[src/rtl/tid_pkg.sv]
package tid_pkg;
   typedef enum logic [1:0] {
      MK_NONE  = 2'd0,
      MK_EXACT = 2'd1,
      MK_SUPER = 2'd2
   } match_kind_e;
endpackage

[src/rtl/tid_cell.sv]
module tid_cell
   import tid_pkg::*;
#(
   parameter int NODES     = 16,
   parameter int MAX_EXTRA = 2,
   localparam int XW       = $clog2(NODES + 1)
) (
   input  logic             entry_valid,
   input  logic [NODES-1:0] entry_set,
   input  logic [NODES-1:0] req_set,
   input  logic             allow_super,
   output match_kind_e      kind,
   output logic [XW-1:0]    extra
);
   logic missing;

   always_comb begin
      extra   = XW'($countones(entry_set & ~req_set));
      missing = |(req_set & ~entry_set);
      if (!entry_valid)
         kind = MK_NONE;
      else if (entry_set == req_set)
         kind = MK_EXACT;
      else if (allow_super && !missing && (int'(extra) <= MAX_EXTRA))
         kind = MK_SUPER;
      else
         kind = MK_NONE;
   end
endmodule

[src/rtl/tid_pick.sv]
module tid_pick #(
   parameter int ENTRIES = 8,
   parameter int XW      = 5,
   localparam int IW     = $clog2(ENTRIES)
) (
   input  logic [ENTRIES-1:0]    is_exact,
   input  logic [ENTRIES-1:0]    is_super,
   input  logic [ENTRIES*XW-1:0] extras,
   output logic                  hit,
   output logic [IW-1:0]         hit_idx,
   output logic [XW-1:0]         hit_extra
);
   logic          have_ex, have_sup;
   logic [IW-1:0] ex_idx, sup_idx;
   logic [XW-1:0] sup_x;

   always_comb begin
      have_ex  = 1'b0;
      have_sup = 1'b0;
      ex_idx   = '0;
      sup_idx  = '0;
      sup_x    = '0;
      // Scan downward so that ties settle on the lowest index.
      for (int i = ENTRIES - 1; i >= 0; i--) begin
         if (is_exact[i]) begin
            have_ex = 1'b1;
            ex_idx  = IW'(i);
         end
         if (is_super[i] && (!have_sup || extras[i*XW +: XW] <= sup_x)) begin
            have_sup = 1'b1;
            sup_idx  = IW'(i);
            sup_x    = extras[i*XW +: XW];
         end
      end
      hit       = have_ex | have_sup;
      hit_idx   = have_ex ? ex_idx : sup_idx;
      hit_extra = have_ex ? '0 : sup_x;
   end
endmodule

[src/rtl/tid_lru.sv]
module tid_lru #(
   parameter int ENTRIES = 8,
   localparam int IW     = $clog2(ENTRIES)
) (
   input  logic          clk,
   input  logic          rst_n,
   input  logic          touch,
   input  logic [IW-1:0] touch_idx,
   output logic [IW-1:0] victim
);
   // Ages form a permutation of 0..ENTRIES-1; 0 is most recent.
   logic [IW-1:0] age [ENTRIES];

   always_ff @(posedge clk) begin
      if (!rst_n) begin
         for (int j = 0; j < ENTRIES; j++) age[j] <= IW'(j);
      end else if (touch) begin
         for (int j = 0; j < ENTRIES; j++) begin
            if (IW'(j) == touch_idx)
               age[j] <= '0;
            else if (age[j] < age[touch_idx])
               age[j] <= age[j] + 1'b1;
         end
      end
   end

   always_comb begin
      victim = '0;
      for (int j = 0; j < ENTRIES; j++)
         if (age[j] == IW'(ENTRIES - 1)) victim = IW'(j);
   end
endmodule

[src/rtl/tree_id_cam.sv]
module tree_id_cam
   import tid_pkg::*;
#(
   parameter int NODES     = 16,
   parameter int ENTRIES   = 8,
   parameter int MAX_EXTRA = 2,
   localparam int IW       = $clog2(ENTRIES),
   localparam int XW       = $clog2(NODES + 1)
) (
   input  logic             clk,
   input  logic             rst_n,
   input  logic             search_valid,
   input  logic [NODES-1:0] search_set,
   input  logic             allow_superset,
   output logic             result_valid,
   output logic             result_hit,
   output logic             result_setup,
   output logic [IW-1:0]    result_id,
   output logic [XW-1:0]    result_extra
);
   if (ENTRIES < 2 || (1 << IW) != ENTRIES) begin : g_bad_entries
      $error("tree_id_cam: ENTRIES must be a power of two of at least 2");
   end
   if (MAX_EXTRA < 0 || MAX_EXTRA >= NODES) begin : g_bad_extra
      $error("tree_id_cam: MAX_EXTRA must lie in 0..NODES-1");
   end

   logic [NODES-1:0]    tbl_set [ENTRIES];
   logic [ENTRIES-1:0]  tbl_val;
   logic [ENTRIES-1:0]  is_exact, is_super;
   logic [ENTRIES*XW-1:0] extras;

   for (genvar g = 0; g < ENTRIES; g++) begin : g_cell
      match_kind_e   k;
      logic [XW-1:0] x;
      tid_cell #(.NODES(NODES), .MAX_EXTRA(MAX_EXTRA)) u_cell (
         .entry_valid (tbl_val[g]),
         .entry_set   (tbl_set[g]),
         .req_set     (search_set),
         .allow_super (allow_superset),
         .kind        (k),
         .extra       (x)
      );
      assign is_exact[g]          = (k == MK_EXACT);
      assign is_super[g]          = (k == MK_SUPER);
      assign extras[g*XW +: XW]   = x;
   end

   logic          hit;
   logic [IW-1:0] hit_idx, victim, free_idx, alloc_idx;
   logic [XW-1:0] hit_extra;
   logic          any_free;

   tid_pick #(.ENTRIES(ENTRIES), .XW(XW)) u_pick (
      .is_exact  (is_exact),
      .is_super  (is_super),
      .extras    (extras),
      .hit       (hit),
      .hit_idx   (hit_idx),
      .hit_extra (hit_extra)
   );

   always_comb begin
      any_free = ~&tbl_val;
      free_idx = '0;
      for (int i = ENTRIES - 1; i >= 0; i--)
         if (!tbl_val[i]) free_idx = IW'(i);
      alloc_idx = any_free ? free_idx : victim;
   end

   tid_lru #(.ENTRIES(ENTRIES)) u_lru (
      .clk       (clk),
      .rst_n     (rst_n),
      .touch     (search_valid),
      .touch_idx (hit ? hit_idx : alloc_idx),
      .victim    (victim)
   );

   always_ff @(posedge clk) begin
      if (!rst_n) begin
         tbl_val <= '0;
         for (int i = 0; i < ENTRIES; i++) tbl_set[i] <= '0;
      end else if (search_valid && !hit) begin
         tbl_val[alloc_idx] <= 1'b1;
         tbl_set[alloc_idx] <= search_set;
      end
   end

   always_ff @(posedge clk) begin
      if (!rst_n) begin
         result_valid <= 1'b0;
         result_hit   <= 1'b0;
         result_setup <= 1'b0;
         result_id    <= '0;
         result_extra <= '0;
      end else begin
         result_valid <= search_valid;
         result_hit   <= search_valid & hit;
         result_setup <= search_valid & ~hit;
         if (search_valid) begin
            result_id    <= hit ? hit_idx : alloc_idx;
            result_extra <= hit ? hit_extra : '0;
         end
      end
   end
endmodule

[config.mk]
export PLATFORM = sky130hd
export DESIGN_NAME = tree_id_cam
export DESIGN_NICKNAME = d
export VERILOG_FILES = /design/src/rtl/tid_pkg.sv /design/src/rtl/tid_cell.sv /design/src/rtl/tid_pick.sv /design/src/rtl/tid_lru.sv /design/src/rtl/tree_id_cam.sv
export SDC_FILE = /design/constraint.sdc
export NUM_CORES = 1
export LEC_CHECK = 0
export CAP_MARGIN = 5
export CORE_MARGIN = 8
export CORE_UTILIZATION = 25
export CTS_CLUSTER_DIAMETER = 120
export DETAILED_ROUTE_END_ITERATION = 10
export SLEW_MARGIN = 20
export SYNTH_ARGS = -nofsm -noshare
export SYNTH_HDL_FRONTEND = slang
export SYNTH_SLANG_ARGS = --single-unit
[constraint.sdc]
create_clock -name clk -period 33.1 [get_ports clk]
set_input_delay 6.62 -clock clk [delete_from_list [all_inputs] [get_ports clk]]
set_output_delay 6.62 -clock clk [all_outputs]
set_load 0.01 [all_outputs]
# Yosys cells after proc, flatten, opt, wreduce, memory -nomap -nowiden
# Memories as Yosys holds them, arrays and structs flattened.
# Index checks and enable logic that the tools add are counted.
dict set report totals {
  ff_bits 19
  inputBits 20
  elab_cells 485
  output_inout_bits 11
  mem_bits_rw 152
  n_memories 2
}
# name words width read_ports rd_clocked_by_memory_dff write_ports line
set mem_list {}
lappend mem_list {tbl_set 8 16 8 0 8 tree_id_cam.sv:28} ;# logic [NODES-1:0] tbl_set [ENTRIES];
lappend mem_list {u_lru.age 8 3 9 0 8 tid_lru.sv:12} ;# logic [IW-1:0] age [ENTRIES];
dict set report op_classes {
  add_sub_neg 128
  n_lt_le_gt_ge 25
  bitwise 46
  n_reduce_logical 59
  n_mux 181
  eq_ne 38
}
# operator n
set op_table {}
lappend op_table {{$add 5x5->5} 56}
lappend op_table {{$and 16x16->16} 16}
lappend op_table {{$mux 3} 48}
lappend op_table {{$not 16->16} 9}
lappend op_table {{$reduce_or 16->1} 9}
lappend op_table {{$add 1x1->2} 64}
lappend op_table {{$eq 16x16->1} 8}
lappend op_table {{$mux 1} 95}
lappend op_table {{$mux 2} 26}
lappend op_table {{$mux 5} 10}
lappend op_table {{$le 5x2->1 const B} 8}
lappend op_table {{$le 5x5->1} 7}
lappend op_table {{$logic_and 1x1->1} 25}
lappend op_table {{$add 3x1->3 const B} 8}
lappend op_table {{$lt 3x3->1} 8}
lappend op_table {{$eq 3x3->1 const B} 7}
lappend op_table {{$or 1x1->1} 17}
lappend op_table {{$eq 2x1->1 const B} 8}
lappend op_table {{$eq 2x2->1 const B} 8}
lappend op_table {{$logic_not 1->1} 16}
lappend op_table {{$mux 16} 1}
lappend op_table {{$eq 3x3->1 const A} 4}
lappend op_table {{$or 8x8->8} 1}
lappend op_table {{$reduce_and 8->1} 1}
lappend op_table {{9 further kinds} 17}

# Logic depth before layout (Yosys ltp)
# Gate-level depths: netlist of the first run.
# An unclocked memory read counts as a cell.
dict set report depth {
  word_depth 51
  ltp_mapped 79
}

# Cells and area by module
# Synthesis of the first run repeated with hierarchy kept, for this count alone.
dict set report hier_totals {
  hier_cells 1866
  area_unflattened_um2 18560.3
}
# module cells_each seq_area_each_um2 instances area_per_inst_um2
set modules_own_cells {}
lappend modules_own_cells {tid_cell 123 0.0 8 1098.6}
lappend modules_own_cells {tree_id_cam 423 4224.1 1 5809.3}
lappend modules_own_cells {tid_lru 202 720.7 1 2135.8}
lappend modules_own_cells {tid_pick 257 0.0 1 1826.8}

# Worst setup path after synthesis of the first run
# OpenSTA, ideal clock, no wires.
dict set report synth_timing {
  kind {input to register}
  from {in search_set[14]}
  to {mem u_lru.age[3][1] (netlist bit) (data pin)}
  arrival_time_ns 21.258
  t_required_ns 32.833
  path_stages 78
  setup_slack_ns 11.575
  path_buffers 1
  cell_sequence {inv_1 -> ha_1 -> ha_1 -> inv_1 -> fa_1 -> inv_1 -> fa_1 -> inv_1 -> fa_1 -> fa_1 -> inv_1 -> ha_1 -> inv_1 -> fa_1 -> and4b_1 -> nand3_1 -> a2111oi_1 -> nand2_1 -> (+42 left out) -> ha_1 -> nor2b_1 -> o21a_1 -> o21ai_0 -> a21oi_1 -> o22ai_1 -> a2111o_1 -> nand2_1 -> clkbuf_1 -> nand2_1 -> and3_1 -> a211oi_1 -> a31oi_1 -> ha_1 -> a311oi_1 -> nand2b_1 -> a2111oi_0 -> nor2_1}
}
# item line
set synth_rtl {}
lappend synth_rtl {{start, declared} tree_id_cam.sv:13} ;# input logic [NODES-1:0] search_set,
lappend synth_rtl {{end, declared} tid_lru.sv:12}

==> run metrics, run 1 <==
leading cell type in the layout, fill and taps excluded=ha_1; area grow syn2layout=13.03%; Flop pwr share=35.4%; core box area=69910 um2; Peak supply drop=39.42 uV; Worst Tran Pin Value=1089 ps; DPL Wire Length=39160 um; Via density=4.766; setup TNS=0 ps; vias in the first global route=13.65k; launch point of the worst hold path=result_extra[4]; Max Fclk=41.93 MHz; critical path depth=78; Synth Flop Type=edfxtp_1; setup slack after layout=9250 ps; Util after Layout=28.48%; Combinational Power Share=36.6%; die width=281.4 um; first-pass GRT wire length=80210 um; Port-buffer cells=30; relative slew slack=26.71%; clk slew on worst S/H paths=70 ps; syn_area_per_cell=10.31 um2; area leader, netlist=ha_1; Die ar.=79210 um2; total wire length=52630 um; WHS Endpoint=result_extra[4]; Critical-path top delay cell=a2111oi_1; Min Hold Slack=486.5 ps; clock sinks=171; Yosys cell types=87; via count=13.04k; Post-CTS Resized=0; Remaining Overflow, GRT=0; final instance area=19910 um2; Clock Path Buffers=2; post-CTS setup buffers=0; routed wire length on met2=25440 um; worst skew pair latency=490 ps; Req. time, crit path=33280 ps; DRC violations left=0; min-delay worst type=register to register; Yosys top cell area share=29.69%; # nets final=2308; worst reg-to-reg path cell count=76; CP Buf/Inv Count=10; Final ANT Viol Nets=0; hold_buf cts=0; commonest cells after routing, fill and taps aside=ha_1, inv_1, edfxtp_1, fa_1, and2_1; Final min period=23850 ps; H-tree depth=4; Async SR Flop Fraction=0%; Power per Cell Area=36.43 nW/um2; critical path type=input port to register; number of enable flip-flop cells after synthesis=152; MaxCap Viol Count=0; Syn. warnings=0; height of the die=281.4 um; largest net degree at the start of global routing=54; status=finished clean; Max Slew Vio Count=0; met3 routed WL=3222 um; Post-Route M1 WL=22020 um; Top delay family on crit path=compound AO/OA/AOI/OAI gates; Slowest Stage Delay on Critical Path=920 ps; CTS tree=done; clk root buf=clkbuf_16; reg-to-reg endpoint=u_lru.age[7][1]; switching share of power=38.08%; CP arrival=24030 ps; CTS Buf Count=17; RSZ-0062 raised after global routing=no; CP Capture Type=register; Switch Pwr=0.0002762 W; Mapped Area=17620 um2; hold path cells=1; Setup WS pre-CTS=9001 ps; Crit Path Max Fanout=14; placed instance area=19340 um2; share of cells above drive strength 1=5.961%; gpl congestion=0.9106; crit-path most repeated cell=ha_1; Synth area leaders=ha_1, edfxtp_1, fa_1, inv_1, and2_1; Final Hold Viols=0; Total GRT Usage=13.35%; cell internal pwr=0.0004491 W; DRT Pass-1 Iters=5; Clock Power Share=28.0%; cells after synthesis=1709; highest metal used=met4; flop-to-flop setup slack=16000 ps; clock skew=18.49 ps; IO Pins=31; initial DRC count=1052; period utilization=72.05%; Avg WL per Cell=19.24 um; post-synthesis sequential area ratio=28.07%; reg-to-reg critical path startpoint=tbl_set[7][11]; antenna violations before repair=0; FP Rows=97; Initial Util=25.20%; diodes inserted=0; number of synthesized register bits=171; # setup viols final=0; Lkg Pwr=9.251 nW; Worst setup SP type=input port
[layer usage]
metal  global-route usage [%]  up-vias
met1                    16.08     6394
li1                         -     6109
met4                    5.344        0
met5                        0        -
met2                    23.09      428
met3                    2.796      105
[power by group through the flow]
stage	Sequential, W	Clock, W	Combinational, W
after detailed placement	0.000262	0	0.000263
after CTS	0.000257	0.000208	0.000266
final	0.000257	0.000203	0.000265
after global placement	0.000261	0	0.000252
after floorplan	0.000258	0	0.000171
after global routing	0.000258	0.000214	0.000295
[through the flow]
step                instances  power [W]
detailed placement       2703  0.0005243
finish                   2735  0.0007253
global placement         2703  0.0005138
floorplan                1729  0.0004288
CTS                      2735  0.0007304
global route             2735  0.0007675
[cells in the mapped netlist (8+ instances only)]
cell type,instances
a21o_1,32
and2_1,85
mux2i_1,14
or3_1,8
a21oi_1,22
a31oi_1,9
nor2_1,46
edfxtp_1,152
ha_1,418
nand3_1,15
dfxtp_1,19
nor2b_1,8
nand2b_1,11
nor3_1,28
o21ai_0,28
nand4_1,55
a211oi_1,13
inv_1,333
nor4_1,80
fa_1,88
clkbuf_1,32
nand2_1,59
[worst reg2reg max path: cells and delay by family, from the launching register on]
kind	cells	cell delay [ps]
compound gates	28	6620
fa+ha+maj	16	4970
buf+inv	8	530
flops	1	440
mux	5	1530
simple gates	19	2730
[registers in the layout, summed over array words and instances (netlist names)]
signal	flops
result_extra	5
result_id	3
result_hit	1
tbl_val	8
tbl_set	128
u_lru.age	24
result_valid	1
result_setup	1
[worst max path at each step]
stage / slack [ps] / start / end
after floorplan: 11580 / search_set[14] / u_lru.age[3][1]
after global placement: 9630 / search_set[14] / u_lru.age[1][0]
after detailed placement: 9000 / search_set[5] / u_lru.age[7][0]
after CTS: 9500 / search_set[5] / u_lru.age[7][1]
after global routing: 8160 / search_set[5] / u_lru.age[7][0]
final: 9250 / search_set[5] / u_lru.age[7][1]
[cell type report]
cell class	count	area, um2
Clock buffer	18	439.2
Clock inverter	14	128.9
Fill cell	7315	50000
Inverter	333	1250
Multi-Input combinational cell	1187	11360
Sequential cell	171	4945
Tap cell	940	1176
Timing Repair Buffer	72	615.6
[cell families after synthesis]
logic type / count (synthesis) / synth area share, %
fa+ha+maj: 513 / 40.12
flops: 171 / 28.07
xor+xnor: 9 / 0.4475
simple gates: 436 / 14.20
mux: 19 / 1.115
compound gates: 189 / 7.941
buf+inv: 371 / 8.083
other cells: 1 / 0.02129
Power figures use the tool's default switching activity.
==> run 2: changes to the inputs <==
==> constraint.sdc (replaced) <==
create_clock -name clk -period 23.2 [get_ports clk]
set_input_delay 4.64 -clock clk [delete_from_list [all_inputs] [get_ports clk]]
set_output_delay 4.64 -clock clk [all_outputs]
set_load 0.01 [all_outputs]
==> run metrics, run 2 (same netlist as run 1, synthesis figures left out) <==
period utilization=91.89%; total wire length=54600 um (+3.7%); Port-buffer cells=30 (unchanged); share of cells above drive strength 1=6.007% (+0.046 points); diodes inserted=0 (unchanged); IO Pins=31 (unchanged); CP Launch Point=search_set[9]; vias in the first global route=13.47k (-1.3%); worst skew pair latency=500 ps (about the same); commonest cells after routing, fill and taps aside=ha_1, inv_1, edfxtp_1, fa_1, and2_1; first-pass GRT wire length=82790 um (+3.2%); Total GRT Usage=13.86% (+0.51 points); # nets final=2311 (+0.13%); flop-to-flop setup slack=6200 ps (-9800 ps); height of the die=281.4 um (unchanged); core box area=69910 um2 (unchanged); clk root buf=clkbuf_16; Req. time, crit path=23380 ps (-9900 ps); clk slew on worst S/H paths=70 ps (about the same); critical path capture point=u_lru.age[7][1]; clock sinks=171 (unchanged); status=finished clean; post-CTS setup buffers=0 (unchanged); Power per Cell Area=51.64 nW/um2 (+42%); RSZ-0062 raised after global routing=no; setup slack after layout=1882 ps (-7368 ps); Final ANT Viol Nets=0 (unchanged); area grow syn2layout=13.05% (about the same); largest registers=tbl_set x128, u_lru.age x24, tbl_val x8; Final Hold Viols=0 (unchanged); Worst setup SP type=input port; die width=281.4 um (unchanged); gpl congestion=0.9583 (+5.2%); Max Fclk=46.91 MHz; Initial Util=25.20% (unchanged); Lkg Pwr=9.265 nW (+0.15%); Crit Path Max Fanout=11 (-3); Clock Path Buffers=2 (unchanged); critical path type=input port to register; relative slew slack=19.87% (-6.8 points); DPL Wire Length=40500 um (+3.4%); Worst Tran Pin Value=1191 ps (+101.7 ps); # setup viols final=0 (unchanged); Avg WL per Cell=19.94 um (+3.6%); largest net degree at the start of global routing=54 (unchanged); initial DRC count=958 (-8.9%); final instance area=19910 um2 (about the same); CTS Buf Count=17 (unchanged); Die ar.=79210 um2 (unchanged); Critical-path top delay cell=a31oi_1; CTS tree=done; min-delay worst type=register to register; FP Rows=97 (unchanged); clock skew=16.95 ps (-1.533 ps); H-tree depth=4 (unchanged); Setup WS pre-CTS=1308 ps (-7694 ps); Remaining Overflow, GRT=0 (unchanged); hold_buf cts=0 (unchanged); placed instance area=19350 um2 (about the same); setup TNS=0 ps (unchanged); Post-CTS Resized=0 (unchanged); CP arrival=21500 ps (-2530 ps); Max Slew Vio Count=0 (unchanged); Min Hold Slack=484.2 ps (-2.244 ps); leading cell type in the layout, fill and taps excluded=ha_1; Via density=4.848 (+1.7%); Peak supply drop=41.46 uV (+5.2%); max FFs per register=128 (unchanged); CP Capture Type=register; MaxCap Viol Count=0 (unchanged); Final Power=0.001028 W (+42%); Final min period=21320 ps; worst reg-to-reg path cell count=75 (-1.3%); Slowest Stage Delay on Critical Path=760 ps (-160 ps); reg-to-reg endpoint=u_lru.age[7][1]; reg-to-reg critical path startpoint=tbl_set[7][15]; crit-path most repeated cell=ha_1; via count=13.28k (+1.8%); most flop-heavy register=tbl_set; DRC violations left=0 (unchanged); antenna violations before repair=0 (unchanged); DRT Pass-1 Iters=7 (+2)
-- run 2: area by class of cell --
cell class | count | area (um2)
inverter | 333 | 1250
tap | 940 | 1176
sequential | 171 | 4945
timing repair buffer | 75 | 638.1
multi-input combinational | 1187 | 11350
fill | 7325 | 49990
clock buffer | 18 | 429.2
clock inverter | 14 | 127.6
-- run 2: power by group --
group | internal, W | total (W) | switching [W]
logic | 0.000143 | 0.000373 | 0.000231
clock network | 0.000141 | 0.000288 | 0.000147
registers | 0.000353 | 0.000367 | 0.0000143
total | 0.000637 | 0.00103 | 0.000392
-- run 2: through the flow --
step	util (%)	cells
final	28.49	2738
after global routing	28.49	2738
after CTS	28.48	2738
after detailed placement	27.68	2706
after global placement	27.68	2706
after floorplan	-	1729
-- run 2: critical path, delay by kind of cell --
family | cells | cell delay [ps]
simple gates | 18 | 2590
fa+ha+maj | 16 | 5010
buf+inv | 8 | 1120
mux | 7 | 2070
compound gates | 26 | 6090
-- run 2: per-layer routing --
| metal | GRT usage [%] | up-vias | share of wire, % |
|---|---|---|---|
| met4 | 6.160 | 0 | 4.4 |
| met5 | 0 | - | 0 |
| met1 | 17.35 | 6622 | 42 |
| li1 | - | 6109 | - |
| met2 | 22.76 | 436 | 47 |
| met3 | 3.045 | 108 | 6.3 |
-- run 2: worst min path at each step --
stage	depth (start not counted)	from	slack, ps	to
2_1_floorplan	2	tbl_val[7]	490	tbl_val[7]
3_3_place_gp	1	result_extra[4]	480	result_extra[4]
3_5_place_dp	1	result_extra[4]	470	result_extra[4]
4_1_cts	1	result_extra[4]	490	result_extra[4]
5_1_grt	1	result_extra[4]	510	result_extra[4]
6_report	1	result_extra[4]	480	result_extra[4]
==> run 3: changes to the inputs <==
--- a/config.mk
+++ b/config.mk
@@ -5,12 +5,13 @@
 export SDC_FILE = /design/constraint.sdc
 export NUM_CORES = 1
 export LEC_CHECK = 0
+export ABC_AREA = 1
 export CAP_MARGIN = 5
 export CORE_MARGIN = 8
 export CORE_UTILIZATION = 25
 export CTS_CLUSTER_DIAMETER = 120
 export DETAILED_ROUTE_END_ITERATION = 10
-export SLEW_MARGIN = 20
+export HOLD_SLACK_MARGIN = 0.03
 export SYNTH_ARGS = -nofsm -noshare
 export SYNTH_HDL_FRONTEND = slang
 export SYNTH_SLANG_ARGS = --single-unit
==> run metrics, run 3 <==
status=finished clean; syn_area_per_cell=8.527 um2 (-17%); setup slack after layout=4385 ps (+2503 ps); max FFs per register=128 (unchanged); IO Pins=31 (unchanged); most flop-heavy register=tbl_set; Via density=4.431 (-8.6%); CP arrival=19000 ps (-2500 ps); Port-buffer cells=30 (unchanged); CP Capture Type=register; die width=286.8 um (+1.9%); clock skew=13.66 ps (-3.293 ps); Worst Tran Pin Value=836.2 ps (-354.9 ps); Crit Path Max Fanout=14 (+3); H-tree depth=4 (unchanged); Remaining Overflow, GRT=0 (unchanged); Slowest Stage Delay on Critical Path=610 ps (-150 ps); Req. time, crit path=23390 ps (about the same); Async SR Flop Fraction=0% (unchanged); Critical-path top delay cell=a21oi_1; vias in the first global route=14.19k (+5.4%); Lkg Pwr=10.27 nW (+11%); Final Power=0.001051 W (+2.2%); setup TNS=0 ps (unchanged); commonest cells after routing, fill and taps aside=ha_1, inv_1, nor2_1, nand2_1, edfxtp_1; Max Fclk=53.15 MHz (+13%); Yosys cell types=50 (-43%); area leader, netlist=ha_1; Mapped Area=18330 um2 (+4.1%); share of cells above drive strength 1=5.956% (-0.051 points); Peak supply drop=59.68 uV (+44%); Power per Cell Area=50.86 nW/um2 (-1.5%); relative slew slack=44.08% (+24 points); Total GRT Usage=12.90% (-0.95 points); Synth Flop Type=edfxtp_1; total wire length=52460 um (-3.9%); hold_buf cts=0 (unchanged); Post-CTS Resized=0 (unchanged); clk root buf=clkbuf_16; largest registers=tbl_set x128, u_lru.age x24, tbl_val x8; Min Hold Slack=432.3 ps (-51.98 ps); Worst setup SP type=input port; worst skew pair latency=490 ps (about the same); Switch Pwr=0.0003930 W (+0.34%); crit-path most repeated cell=nand2_1; first-pass GRT wire length=81520 um (-1.5%); Flop pwr share=34.8% (-0.9 points); Synth area leaders=ha_1, edfxtp_1, fa_1, inv_1, nor2_1; gpl congestion=0.9254 (-3.4%); Final ANT Viol Nets=0 (unchanged); largest net degree at the start of global routing=24 (-56%); MaxCap Viol Count=0 (unchanged); via count=14.22k (+7.1%); Avg WL per Cell=16.35 um (-18%); antenna violations before repair=1 (+1); Max Slew Vio Count=0 (unchanged); area grow syn2layout=12.75%; Combinational Power Share=36.6% (+0.3 points); CTS Buf Count=17 (unchanged); leading cell type in the layout, fill and taps excluded=ha_1; Initial Util=25.17% (-0.029 points); RSZ-0062 raised after global routing=no; diodes inserted=0 (unchanged); switching share of power=37.38% (-0.70 points); Clock Power Share=28.6% (+0.6 points); clk slew on worst S/H paths=70 ps (about the same); Syn. warnings=0 (unchanged); Die ar.=82250 um2 (+3.8%); CTS tree=done; DRC violations left=0 (unchanged); height of the die=286.8 um (+1.9%); cells after synthesis=2150 (+26%); Setup WS pre-CTS=4072 ps (+2764 ps); number of synthesized register bits=171 (unchanged); clock sinks=171 (unchanged); # nets final=2763 (+20%); number of enable flip-flop cells after synthesis=152 (unchanged); Yosys top cell area share=28.53% (-1.2 points); initial DRC count=934 (-2.5%); post-CTS setup buffers=0 (unchanged); Clock Path Buffers=2 (unchanged); FP Rows=99 (+2.1%); cell internal pwr=0.0006582 W (+3.4%); # setup viols final=0 (unchanged); min-delay worst type=register to register; post-synthesis sequential area ratio=26.97% (-1.1 points); cell with the most instances after synthesis=ha_1; core box area=72830 um2 (+4.2%); Final Hold Viols=0 (unchanged); Commonest cells post-synth=ha_1, inv_1, nor2_1; critical path type=input port to register; DPL Wire Length=40090 um (-1.0%); Final min period=18820 ps (-2503 ps); DRT Pass-1 Iters=5 (-2); period utilization=81.10% (-11 points)
run 3: cell types whose count changed after synthesis, moves of 20 or more:
| cell | change |
|---|---|
| inv_1 | +83 |
| clkinv_1 | +21 |
| nand2_2 | +21 |
| nor2_1 | +280 |
| and2_1 | -85 |
| nand3_1 | +70 |
| a21o_1 | -32 |
| nor4_1 | -61 |
| nand2_1 | +253 |
| clkbuf_1 | -20 |
run 3: path summary, 6_finish.rpt:
path                        start              end  slack, ps  cells after the start
setup reg to reg   tbl_set[7][14]  u_lru.age[1][2]       8980                     90
hold reg to reg   result_extra[4]  result_extra[4]        430                      2
hold / removal    result_extra[4]  result_extra[4]        430                      2
setup / recovery   search_set[14]  u_lru.age[1][2]       4380                     93
run 3: cells by family (layout without fill, tap and decap cells):
kind of cell / after synthesis / in the layout / share of synthesized area (%)
xor+xnor: 6 / 6 / 0.2866
other cells: 1 / 21 / 0.02046
flops: 171 / 171 / 26.97
buf+inv: 463 / 543 / 9.569
fa+ha+maj: 506 / 506 / 38.14
compound gates: 90 / 90 / 2.880
simple gates: 913 / 913 / 22.13
run 3: metrics by stage:
step / area (um2) / utilization (%) / cells
2_1_floorplan: 18410 / - / 2170
3_3_place_gp: 20080 / 27.57 / 3177
3_5_place_dp: 20080 / 27.57 / 3177
4_1_cts: 20670 / 28.38 / 3209
5_1_grt: 20670 / 28.38 / 3209
6_report: 20670 / 28.38 / 3209
run 3: worst max-delay path: cells and delay by family:
family,cells,cell delay (ps)
AOI/OAI and AO/OA,15,2740
buffers and inverters,13,1490
and+or+nand+nor,49,5010
adders and majority gates,16,5110
run 3: power by group through the flow:
stage	Combinational [W]	Clock (W)	Sequential [W]
2_1_floorplan	0.000267	0	0.000367
3_3_place_gp	0.000379	0	0.000372
3_5_place_dp	0.000384	0	0.000373
4_1_cts	0.000387	0.000308	0.000366
5_1_grt	0.000445	0.000317	0.000368
6_report	0.000385	0.000301	0.000366
run 3: routing by layer:
layer	track usage, %	wire, um
met4	5.056	1983
met2	21.21	24130
met3	2.142	2246
met1	16.82	24100
met5	0	0
run 3: final cells by class:
| type | count | area [um2] |
|---|---|---|
| Clock buffer | 18 | 429.2 |
| Clock inverter | 14 | 157.7 |
| Fill cell | 7845 | 52170 |
| Inverter | 448 | 1682 |
| Multi-Input combinational cell | 1536 | 11710 |
| Sequential cell | 171 | 4945 |
| Tap cell | 959 | 1200 |
| Timing Repair Buffer | 63 | 548.0 |
